===== src/rtl/hpt_walker.sv =====
module hpt_walker #(
  parameter int VA_W    = 64,
  parameter int ADDR_W  = 64,
  parameter int HASH_W  = 39,
  parameter int GROUP_N = 8
)(
  input  logic              clk,
  input  logic              rst_n,
  input  logic              req_valid,
  output logic              req_ready,
  input  logic [VA_W-1:0]   req_va,
  input  logic [1:0]        req_psel,
  input  logic              req_user,
  input  logic              req_write,
  input  logic [ADDR_W-1:0] tbl_base,
  input  logic [HASH_W-1:0] hash_mask,
  output logic              mem_rd,
  output logic [ADDR_W-1:0] mem_addr,
  input  logic [127:0]      mem_rdata,
  output logic              resp_valid,
  output logic              resp_hit,
  output logic              resp_fault,
  output logic              resp_perm_ok,
  output logic              resp_nx,
  output logic [49:0]       resp_rpn
);
  localparam int IDX_W  = $clog2(GROUP_N);
  localparam int GRP_SH = IDX_W + 4;

  logic              busy, pass, chk_vld;
  logic [IDX_W:0]    iss;
  logic [IDX_W-1:0]  chk_idx;
  logic [63:0]       q_vw;
  logic [ADDR_W-1:0] q_prim, q_sec;
  logic [4:0]        q_sh;
  logic              q_user, q_write;

  logic [4:0]        sh_in;
  logic [HASH_W-1:0] hash;
  logic [63:0]       vw_req, ev, er;
  logic              hit_now, last, ok;
  logic [49:0]       pg_mask;

  assign sh_in  = 5'd12 + {1'b0, req_psel, 2'b00};
  assign hash   = HASH_W'(req_va >> 28) ^ HASH_W'(req_va[27:0] >> sh_in);
  assign vw_req = (64'(req_va >> 23) & ~64'(req_psel == 2'd3)) << 7;

  assign {ev, er}  = mem_rdata;
  assign req_ready = !busy;
  assign mem_rd    = busy && !iss[IDX_W];
  assign mem_addr  = (pass ? q_sec : q_prim) + (ADDR_W'(iss[IDX_W-1:0]) << 4);

  assign hit_now = chk_vld && ev[0] && (ev[1] == pass) &&
                   (((ev ^ q_vw) & ~64'h7F) == 64'd0);
  assign last    = chk_vld && (chk_idx == IDX_W'(GROUP_N - 1));
  assign pg_mask = ~((50'd1 << (q_sh - 5'd12)) - 50'd1);

  always_comb begin
    case (er[1:0])
      2'd0:    ok = !q_user;
      2'd1:    ok = !q_user || !q_write;
      2'd2:    ok = 1'b1;
      default: ok = !q_write;
    endcase
  end

  always_ff @(posedge clk or negedge rst_n) begin
    if (!rst_n) begin
      busy <= 1'b0; pass <= 1'b0; chk_vld <= 1'b0;
      iss <= '0; chk_idx <= '0; q_vw <= '0;
      q_prim <= '0; q_sec <= '0; q_sh <= 5'd12;
      q_user <= 1'b0; q_write <= 1'b0;
      resp_valid <= 1'b0; resp_hit <= 1'b0; resp_fault <= 1'b0;
      resp_perm_ok <= 1'b0; resp_nx <= 1'b0; resp_rpn <= '0;
    end else begin
      resp_valid <= 1'b0;
      if (!busy) begin
        if (req_valid) begin
          busy    <= 1'b1;
          pass    <= 1'b0;
          chk_vld <= 1'b0;
          iss     <= '0;
          q_vw    <= vw_req;
          q_sh    <= sh_in;
          q_user  <= req_user;
          q_write <= req_write;
          q_prim  <= tbl_base + (ADDR_W'(hash & hash_mask) << GRP_SH);
          q_sec   <= tbl_base + (ADDR_W'(~hash & hash_mask) << GRP_SH);
        end
      end else begin
        chk_vld <= mem_rd;
        chk_idx <= iss[IDX_W-1:0];
        if (mem_rd) iss <= iss + (IDX_W+1)'(1);
        if (hit_now) begin
          busy         <= 1'b0;
          chk_vld      <= 1'b0;
          resp_valid   <= 1'b1;
          resp_hit     <= 1'b1;
          resp_fault   <= 1'b0;
          resp_perm_ok <= ok;
          resp_nx      <= er[2];
          resp_rpn     <= 50'((er << 2) >> 14) & pg_mask;
        end else if (last) begin
          chk_vld <= 1'b0;
          if (!pass) begin
            pass <= 1'b1;
            iss  <= '0;
          end else begin
            busy         <= 1'b0;
            resp_valid   <= 1'b1;
            resp_hit     <= 1'b0;
            resp_fault   <= 1'b1;
            resp_perm_ok <= 1'b0;
            resp_nx      <= 1'b0;
            resp_rpn     <= '0;
          end
        end
      end
    end
  end
endmodule


===== config.mk =====
export PLATFORM = sky130hd
export DESIGN_NAME = hpt_walker
export DESIGN_NICKNAME = d
export VERILOG_FILES = /design/src/rtl/hpt_walker.sv
export SDC_FILE = /design/constraint.sdc
export NUM_CORES = 1
export LEC_CHECK = 0
export ABC_AREA = 1
export CORE_ASPECT_RATIO = 1.5
export CORE_MARGIN = 5
export CORE_UTILIZATION = 57
export DETAILED_ROUTE_END_ITERATION = 16
export DONT_BUFFER_PORTS = 1
export PLACE_DENSITY = 0.77
export SLEW_MARGIN = 20
export SYNTH_ARGS = -nofsm -noshare
export SYNTH_HDL_FRONTEND = slang
export SYNTH_SLANG_ARGS = --single-unit

===== constraint.sdc =====
create_clock -name clk -period 2.5 [get_ports clk]
set_input_delay 0.5 -clock clk [delete_from_list [all_inputs] [get_ports clk]]
set_output_delay 0.5 -clock clk [all_outputs]
set_load 0.03 [all_outputs]

==> results of run 1 <==
stage by stage:
| stage | setup TNS (ns) | util, % |
|---|---|---|
| 2_1_floorplan | -11.49 | - |
| 4_1_cts | -47.27 | 74.2 |
| 3_3_place_gp | -76.31 | 69.6 |
| 3_5_place_dp | -83.05 | 69.6 |
cell families after synthesis:
kind of cell / count (synthesis) / share of synthesized area [%]
and+or+nand+nor: 2352 / 43.9
buffers and inverters: 792 / 13.8
AOI/OAI and AO/OA: 254 / 6.08
DFF: 232 / 26.3
xor gates and xnor gates: 124 / 4.92
adders and majority gates: 85 / 4.92
muxes: 1 / 0.0454
synthesized netlist by cell type (all sizes together) (2+ instances only):
| library cell | instances |
|---|---|
| a22oi | 2 |
| a21oi | 49 |
| and2 | 7 |
| o22ai | 2 |
| xnor2 | 54 |
| o21a | 4 |
| o21ai | 183 |
| buf | 30 |
| o32ai | 3 |
| o211ai | 3 |
| nor3 | 43 |
| dfstp | 2 |
| o21bai | 6 |
| nand3 | 278 |
| nand4 | 42 |
| nand2 | 1507 |
| clkbuf | 48 |
| ha | 82 |
| dfrtp | 230 |
| fa | 3 |
| nand3b | 25 |
| nor3b | 7 |
| nor2 | 419 |
| xor2 | 70 |
| or2 | 18 |
| inv | 713 |
| nor4 | 5 |
routing by layer:
metal | GRT usage [%] | GRT overflow
met1 | 75.3 | 1
met2 | 93.4 | 105
met3 | 62.0 | 4
met4 | 79.8 | 112
met5 | 28.7 | 2
repair_timing:
| item | 4_1_cts |
|---|---|
| cloned | 1 |
| endpoints found under the setup margin | 154 |
| gates resized for setup | 200 |
| buffers inserted | 8 |
| pin swaps | 51 |
| hold endpoints to repair | 232 |
==> metrics, run 1 <==
Sink Count=232; clock buffers created by TritonCTS=23; CTS HTree Levels=1; ys flop type=dfrtp_1; site row count=88; die height=251 um; Starting Density=57.4%; Worst End Pin Type=primary output; worst-case clock buffer depth=3; Mapped Avg Cell Area=5.75 um^2; post-synthesis cell area=22100 um^2; async set-reset flop share out of synthesis=100%; Worst Endpoint after GRT Repair=mem_addr[49]; boundary pin count=423; Horiz. Die Dim=171 um; largest net degree at the start of global routing=233; Post-synth EDFFs=0; Placer Congestion=1.13; Synth cell types=46; post-synthesis register bit count=232; synth top area cells=dfrtp_1 (26%), nand2_1 (26%), inv_1 (12%); post-synth net total=4227; yosys warns=0; biggest area consumer among synthesized cells=dfrtp_1; Placement Setup Slack=-0.955 ns; Stop stage=global routing; register area share after synthesis=26.3%; global route overflow=224; port buffer count=0; Yosys top cell area share=26.1%; Tool Error=[ERROR GRT-0232] Routing congestion too high. Check the congestion heatmap in the GUI.; outcome=stopped before the end; Total GRT Usage=77.1%; placed cell area=26800 um^2; cells after synthesis=3840; Post-DP HPWL=82100 um; placed insts=4741; root buf cell=clkbuf_16
==> run 2, diff against run 1 <==
--- a/config.mk
+++ b/config.mk
@@ -6,12 +6,11 @@
 export NUM_CORES = 1
 export LEC_CHECK = 0
 export ABC_AREA = 1
-export CORE_ASPECT_RATIO = 1.5
 export CORE_MARGIN = 5
-export CORE_UTILIZATION = 57
+export CORE_UTILIZATION = 40
 export DETAILED_ROUTE_END_ITERATION = 16
 export DONT_BUFFER_PORTS = 1
-export PLACE_DENSITY = 0.77
+export PLACE_DENSITY_LB_ADDON = 0.15
 export SLEW_MARGIN = 20
 export SYNTH_ARGS = -nofsm -noshare
 export SYNTH_HDL_FRONTEND = slang
==> metrics, run 2 <==
fin crit share=135%; Worst EP arrival=2.89 ns; global route overflow=0; Post-synth EDFFs=0; Mapped Avg Cell Area=5.75 um^2; fillers=5349; post-synthesis register bit count=232; Yosys top cell area share=26.1%; site row count=86; Largest Register=q_prim; crit path launch type=flip-flop; worst path bufs/invs=5; Placement Setup Slack=-0.840 ns; async set-reset flop share out of synthesis=100%; yosys warns=0; violated checks=negative hold slack, negative setup slack; Starting Density=40.2%; Largest register FFs=64; die footprint=60000 um^2; post-synthesis cell area=22100 um^2; initial antenna violation count=4; r2r setup slk=-0.03 ns; Register-to-Register Path Depth=17; Via density=5.15; Max Clock Skew=0.00950 ns; Routed WL=103000 um; biggest area consumer among synthesized cells=dfrtp_1; post-route ant nets=0; Gate power share=64.1%; layout net count=4706; CTS clk-pin slew, worst paths=0.06 ns; worst skew pair latency=0.58 ns; placed insts=4918; Critical Path Most Common Cell=nor2_4; DRT iter0 DRCs=2531; Adder-Cell Fraction of Synth Area=4.92%; vias in the first global route=23800; Via Count=26000; Synth top cells by count=nand2_1 (1501), inv_1 (694), nor2_1 (402), nand3_1 (275), dfrtp_1 (230); Synth Area in Compound Gates=6.08%; DRC Markers=0; largest net degree at the start of global routing=233; Final setup violation count=90; R2R Path End=resp_rpn[29]$_DFFE_PN0P_; most frequent cells in the layout=nand2_1 (1289), inv_1 (658), buf_4 (391); synth top area cells=dfrtp_1 (26%), nand2_1 (26%), inv_1 (12%); Routed WL per cell=20.3 um; critical path class=flip-flop to output pin; family with the most delay on the worst path=buffers and inverters; Reg2Reg Launch Point=pass$_DFFE_PN0P_; final worst slack=-0.886 ns; drt pass-1 iters=6; Fin Hold WS=-0.385 ns; CP max-delay cell=dfrtp_4; maxcap violations=0; port buffer count=0; share of cells above drive strength 1=29.4%; Horiz. Die Dim=245 um; clock buffers created by TritonCTS=29; CTS HTree Levels=1; outcome=complete, but fails checks; worst-path maximum fanout=7; Final Instance Count excl. Fillers=5054; Top Registers=q_prim x64, q_sec x57, resp_rpn x50; power per cell area=940 nW/um^2; CP peak stage delay=0.57 ns; Sw Share=46.5%; unrepaired setup endpoints after global routing=true; maximum clock rate=295 MHz; Sw Pwr=14.1 mW; critical path cell sequence=buf_8, buf_12, nand2_4, o21ai_4, nor2_4, inv_2, nor2_4, nand3_4, buf_6, nor2_4, nand3_2, xor2_2, buf_6; main combinational cell family by area after synthesis=simple AND/OR/NAND/NOR gates; Post-DP HPWL=81600 um; Clk pwr share=14.9%; commonest non-fill, non-tap cell in the layout=nand2_1; root buf cell=clkbuf_16; Seq pwr share=21.0%; Synth cell types=46; Worst-Margin Slew=0.817 ns; post-synth net total=4227; top-count cell post-synth=nand2_1; boundary pin count=423; slew margin rel.=45.5%; final hold violations=230; Placer Congestion=0.983; Core Area=54900 um^2; HP Class=input port to async pin; die height=245 um; Synth Area in XOR/XNOR=4.92%; multiplexer area fraction after synthesis=0.0454%; cell internal pwr=16.2 mW; cells after synthesis=3840; max-slew violations=0; ys flop type=dfrtp_1; P_leak=17.4 nW; Total GRT Usage=32.0%; CTS tree=yes; Crit. End Element=output pin; worst-case clock buffer depth=3; first-pass GRT wire length=146000 um; Area growth, synth to finish=46.3%; Required @ worst endpoint=2.00 ns; register area share after synthesis=26.3%; Final min period=3.39 ns; post-synthesis simple-gate area fraction=43.9%; worst vdd ir=865 uV; CTS Hold Bufs=1; Sink Count=232
==> run 2: repair_timing <==
action | 4_1_cts | 5_1_grt
cloned | 7 | 7
pin swaps | 87 | 231
endpoints found under the setup margin | 130 | 211
hold endpoints to repair | 233 | 232
setup buffers | 28 | 41
resized for setup | 306 | 643
==> run 2: cell families (layout without fill, tap and decap cells) <==
| logic type | count (synthesis) | after routing |
|---|---|---|
| mux | 1 | 1 |
| buf+inv | 792 | 1293 |
| simple gates | 2352 | 2352 |
| flops | 232 | 232 |
| fa+ha+maj | 85 | 85 |
| other cells | 0 | 9 |
| xor+xnor | 124 | 124 |
| compound gates | 254 | 254 |
==> run 2: power by group through the flow <==
stage | Sequential (mW) | Combinational (mW) | Clock [mW]
after CTS | 6.27 | 17.3 | 4.60
after floorplan | 5.83 | 8.71 | 0
after global routing | 6.51 | 20.7 | 4.74
after detailed placement | 6.26 | 15.1 | 0
final | 6.38 | 19.5 | 4.52
after global placement | 6.23 | 15.0 | 0
==> run 2: final cells by class <==
cell class / instances / area [um^2] / area share (%)
multi-input combinational: 2816 / 16900 / 52.5
sequential: 232 / 5810 / 18.0
timing repair buffer: 526 / 4910 / 15.2
inverter: 714 / 2720 / 8.41
tap: 704 / 881 / 2.73
clock buffer: 40 / 817 / 2.53
clock inverter: 13 / 196 / 0.608
antenna: 9 / 22.5 / 0.0697
==> run 2: worst max path at each step <==
stage / startpoint / to / depth (start not counted)
final: pass$_DFFE_PN0P_ / mem_addr[42] / 13
after global routing: pass$_DFFE_PN0P_ / mem_addr[60] / 10
after floorplan: req_psel[0] / q_sec[31]$_DFFE_PN0P_ / 20
after CTS: pass$_DFFE_PN0P_ / mem_addr[40] / 12
after detailed placement: req_psel[1] / q_prim[63]$_DFFE_PN0P_ / 20
after global placement: req_psel[1] / q_prim[63]$_DFFE_PN0P_ / 20
==> run 2: layer usage <==
metal  GRT usage (%)  vias up  share of wire, %
met4            9.65        2               3.9
met1            45.7    12100                43
li1                -    12600                 -
met5               0        -             0.013
met3            5.36      177               9.0
met2            49.8     1105                44
==> run 2: metrics by stage <==
stage	cell area (um^2)	hold slack [ns]	util (%)	total power, mW	setup TNS [ns]
after detailed placement	26700	0.210	48.7	21.3	-82.76
final	32300	-0.385	58.9	30.4	-43.37
after CTS	29400	-0.408	53.5	28.2	-43.60
after floorplan	22500	0.204	-	14.5	-11.49
after global routing	32300	-0.409	58.9	32.0	-65.27
after global placement	26700	0.210	48.7	21.2	-81.36
Note: power is estimated with default switching activity, not from simulation.
==> run 3, diff against run 2 <==
--- a/config.mk
+++ b/config.mk
@@ -6,7 +6,7 @@
 export NUM_CORES = 1
 export LEC_CHECK = 0
 export ABC_AREA = 1
-export CORE_MARGIN = 5
+export CORE_MARGIN = 1.5
 export CORE_UTILIZATION = 40
 export DETAILED_ROUTE_END_ITERATION = 16
 export DONT_BUFFER_PORTS = 1
==> metrics, run 3 (synthesis gave the netlist of run 2 again) <==
Placer Congestion=1.01; worst vdd ir=988 uV; max-slew violations=0; Starting Density=40.8%; worst skew pair latency=0.58 ns; Crit. End Element=output pin; CTS tree=yes; post-route ant nets=0; violated checks=negative hold slack, negative setup slack; first-pass GRT wire length=142000 um; boundary pin count=423; maximum clock rate=297 MHz; worst-case clock buffer depth=3; die footprint=56600 um^2; CTS clk-pin slew, worst paths=0.06 ns; final hold violations=232; Area growth, synth to finish=47.2%; Post-DP HPWL=80000 um; outcome=complete, but fails checks; root buf cell=clkbuf_16; DRT iter0 DRCs=2427; fin crit share=134%; initial antenna violation count=2; worst-path maximum fanout=5; register area=5810 um^2; Final min period=3.36 ns; port buffer count=0; clock buffers created by TritonCTS=27; CTS HTree Levels=1; Worst-Margin Slew=0.825 ns; area of the multi-input gates=17200 um^2; CP peak stage delay=0.43 ns; Via density=5.13; die height=238 um; most frequent cells in the layout=nand2_1 (1267), inv_1 (665), buf_4 (395); HP Class=input port to async pin; placed insts=4914; Max Clock Skew=0.0140 ns; Total GRT Usage=33.5%; final worst slack=-0.862 ns; commonest non-fill, non-tap cell in the layout=nand2_1; fillers=5167; r2r setup slk=0.05 ns; layout net count=4710; P_leak=17.5 nW; Required @ worst endpoint=2.00 ns; power per cell area=925 nW/um^2; Final setup violation count=71; unrepaired setup endpoints after global routing=true; Horiz. Die Dim=238 um; global route overflow=0; vias in the first global route=23500; maxcap violations=0; slew margin rel.=45.0%; Critical Path Most Common Cell=buf_6; critical path class=flip-flop to output pin; Routed WL per cell=20.0 um; Worst EP arrival=2.86 ns; share of cells above drive strength 1=30.6%; Routed WL=101000 um; crit path launch type=flip-flop; Top Registers=q_prim x64, q_sec x57, resp_rpn x50; Fin Hold WS=-0.389 ns; Via Count=25900; Largest Register=q_prim; Sink Count=232; Core Area=54100 um^2; site row count=85; DRC Markers=0; Final Instance Count excl. Fillers=5042; Largest register FFs=64; largest net degree at the start of global routing=233; drt pass-1 iters=6; Finished Core Util=60.0%; CP max-delay cell=dfrtp_4; Final Power=30.1 mW; critical path cell sequence=buf_12, clkinv_8, buf_4, o21ai_4, nand2_2, nor2_4, nand2_4, buf_6, nor2_4, buf_6, xor2_2, buf_6
## run 3: per-stage QoR
stage                     setup TNS [ns]  cell area [um^2]  setup WS, ns
final                             -42.04             32500        -0.862
after detailed placement          -88.79             26700        -0.934
after global routing              -53.56             32500        -0.987
after floorplan                   -11.49             22500        -0.290
after global placement            -84.88             26700        -0.877
after CTS                         -41.10             29200        -0.850
## run 3: layout make-up
| cell class | count | area share (%) |
|---|---|---|
| clock buffer | 30 | 2.21 |
| antenna | 3 | 0.0231 |
| timing repair buffer | 532 | 15.0 |
| multi-input combinational | 2816 | 53.0 |
| inverter | 714 | 8.35 |
| tap | 696 | 2.68 |
| sequential | 232 | 17.9 |
| clock inverter | 19 | 0.936 |
## run 3: metal layers
layer | global-route usage (%) | up-vias | routed length (um)
met1 | 48.6 | 12100 | 45300
met2 | 51.9 | 1070 | 44200
li1 | - | 12600 | -
met4 | 7.74 | 2 | 2900
met5 | 0 | - | 14
met3 | 5.52 | 132 | 8470
## run 3: worst paths after layout
kind                                        from  cells past startpoint                        to
min in group clk                   mem_rdata[60]                      2  resp_rpn[48]$_DFFE_PN0P_
min                                        rst_n                      0      resp_hit$_DFFE_PN0P_
max reg2reg                     pass$_DFFE_PN0P_                     17  resp_rpn[38]$_DFFE_PN0P_
min reg2reg                q_sec[37]$_DFFE_PN0P_                      2     q_sec[37]$_DFFE_PN0P_
max in group asynchronous                  rst_n                      0     q_sec[54]$_DFFE_PN0P_
max                             pass$_DFFE_PN0P_                     12              mem_addr[20]
## run 3: critical path, delay by kind of cell, from the launching register on
kind | cells | cell delay [ns]
buffers and inverters | 6 | 0.79
and+or+nand+nor | 4 | 0.68
DFF | 1 | 0.43
AOI/OAI and AO/OA | 1 | 0.24
xor gates and xnor gates | 1 | 0.13
## run 3: timing repair
action / in CTS / in global routing
endpoints found under the setup margin: 143 / 204
setup buffers: 26 / 46
pin swaps: 75 / 268
resized for setup: 294 / 712
gates cloned: 2 / 9
hold endpoints to repair: 232 / 232
## run 3: power by group
| part | leakage, nW | switching [mW] | total [mW] | internal, mW |
|---|---|---|---|---|
| clock | 0.496 | 1.82 | 4.62 | 2.81 |
| combinational | 14.0 | 11.0 | 19.1 | 8.12 |
| sequential | 2.94 | 1.11 | 6.31 | 5.20 |
| total | 17.5 | 13.9 | 30.1 | 16.1 |
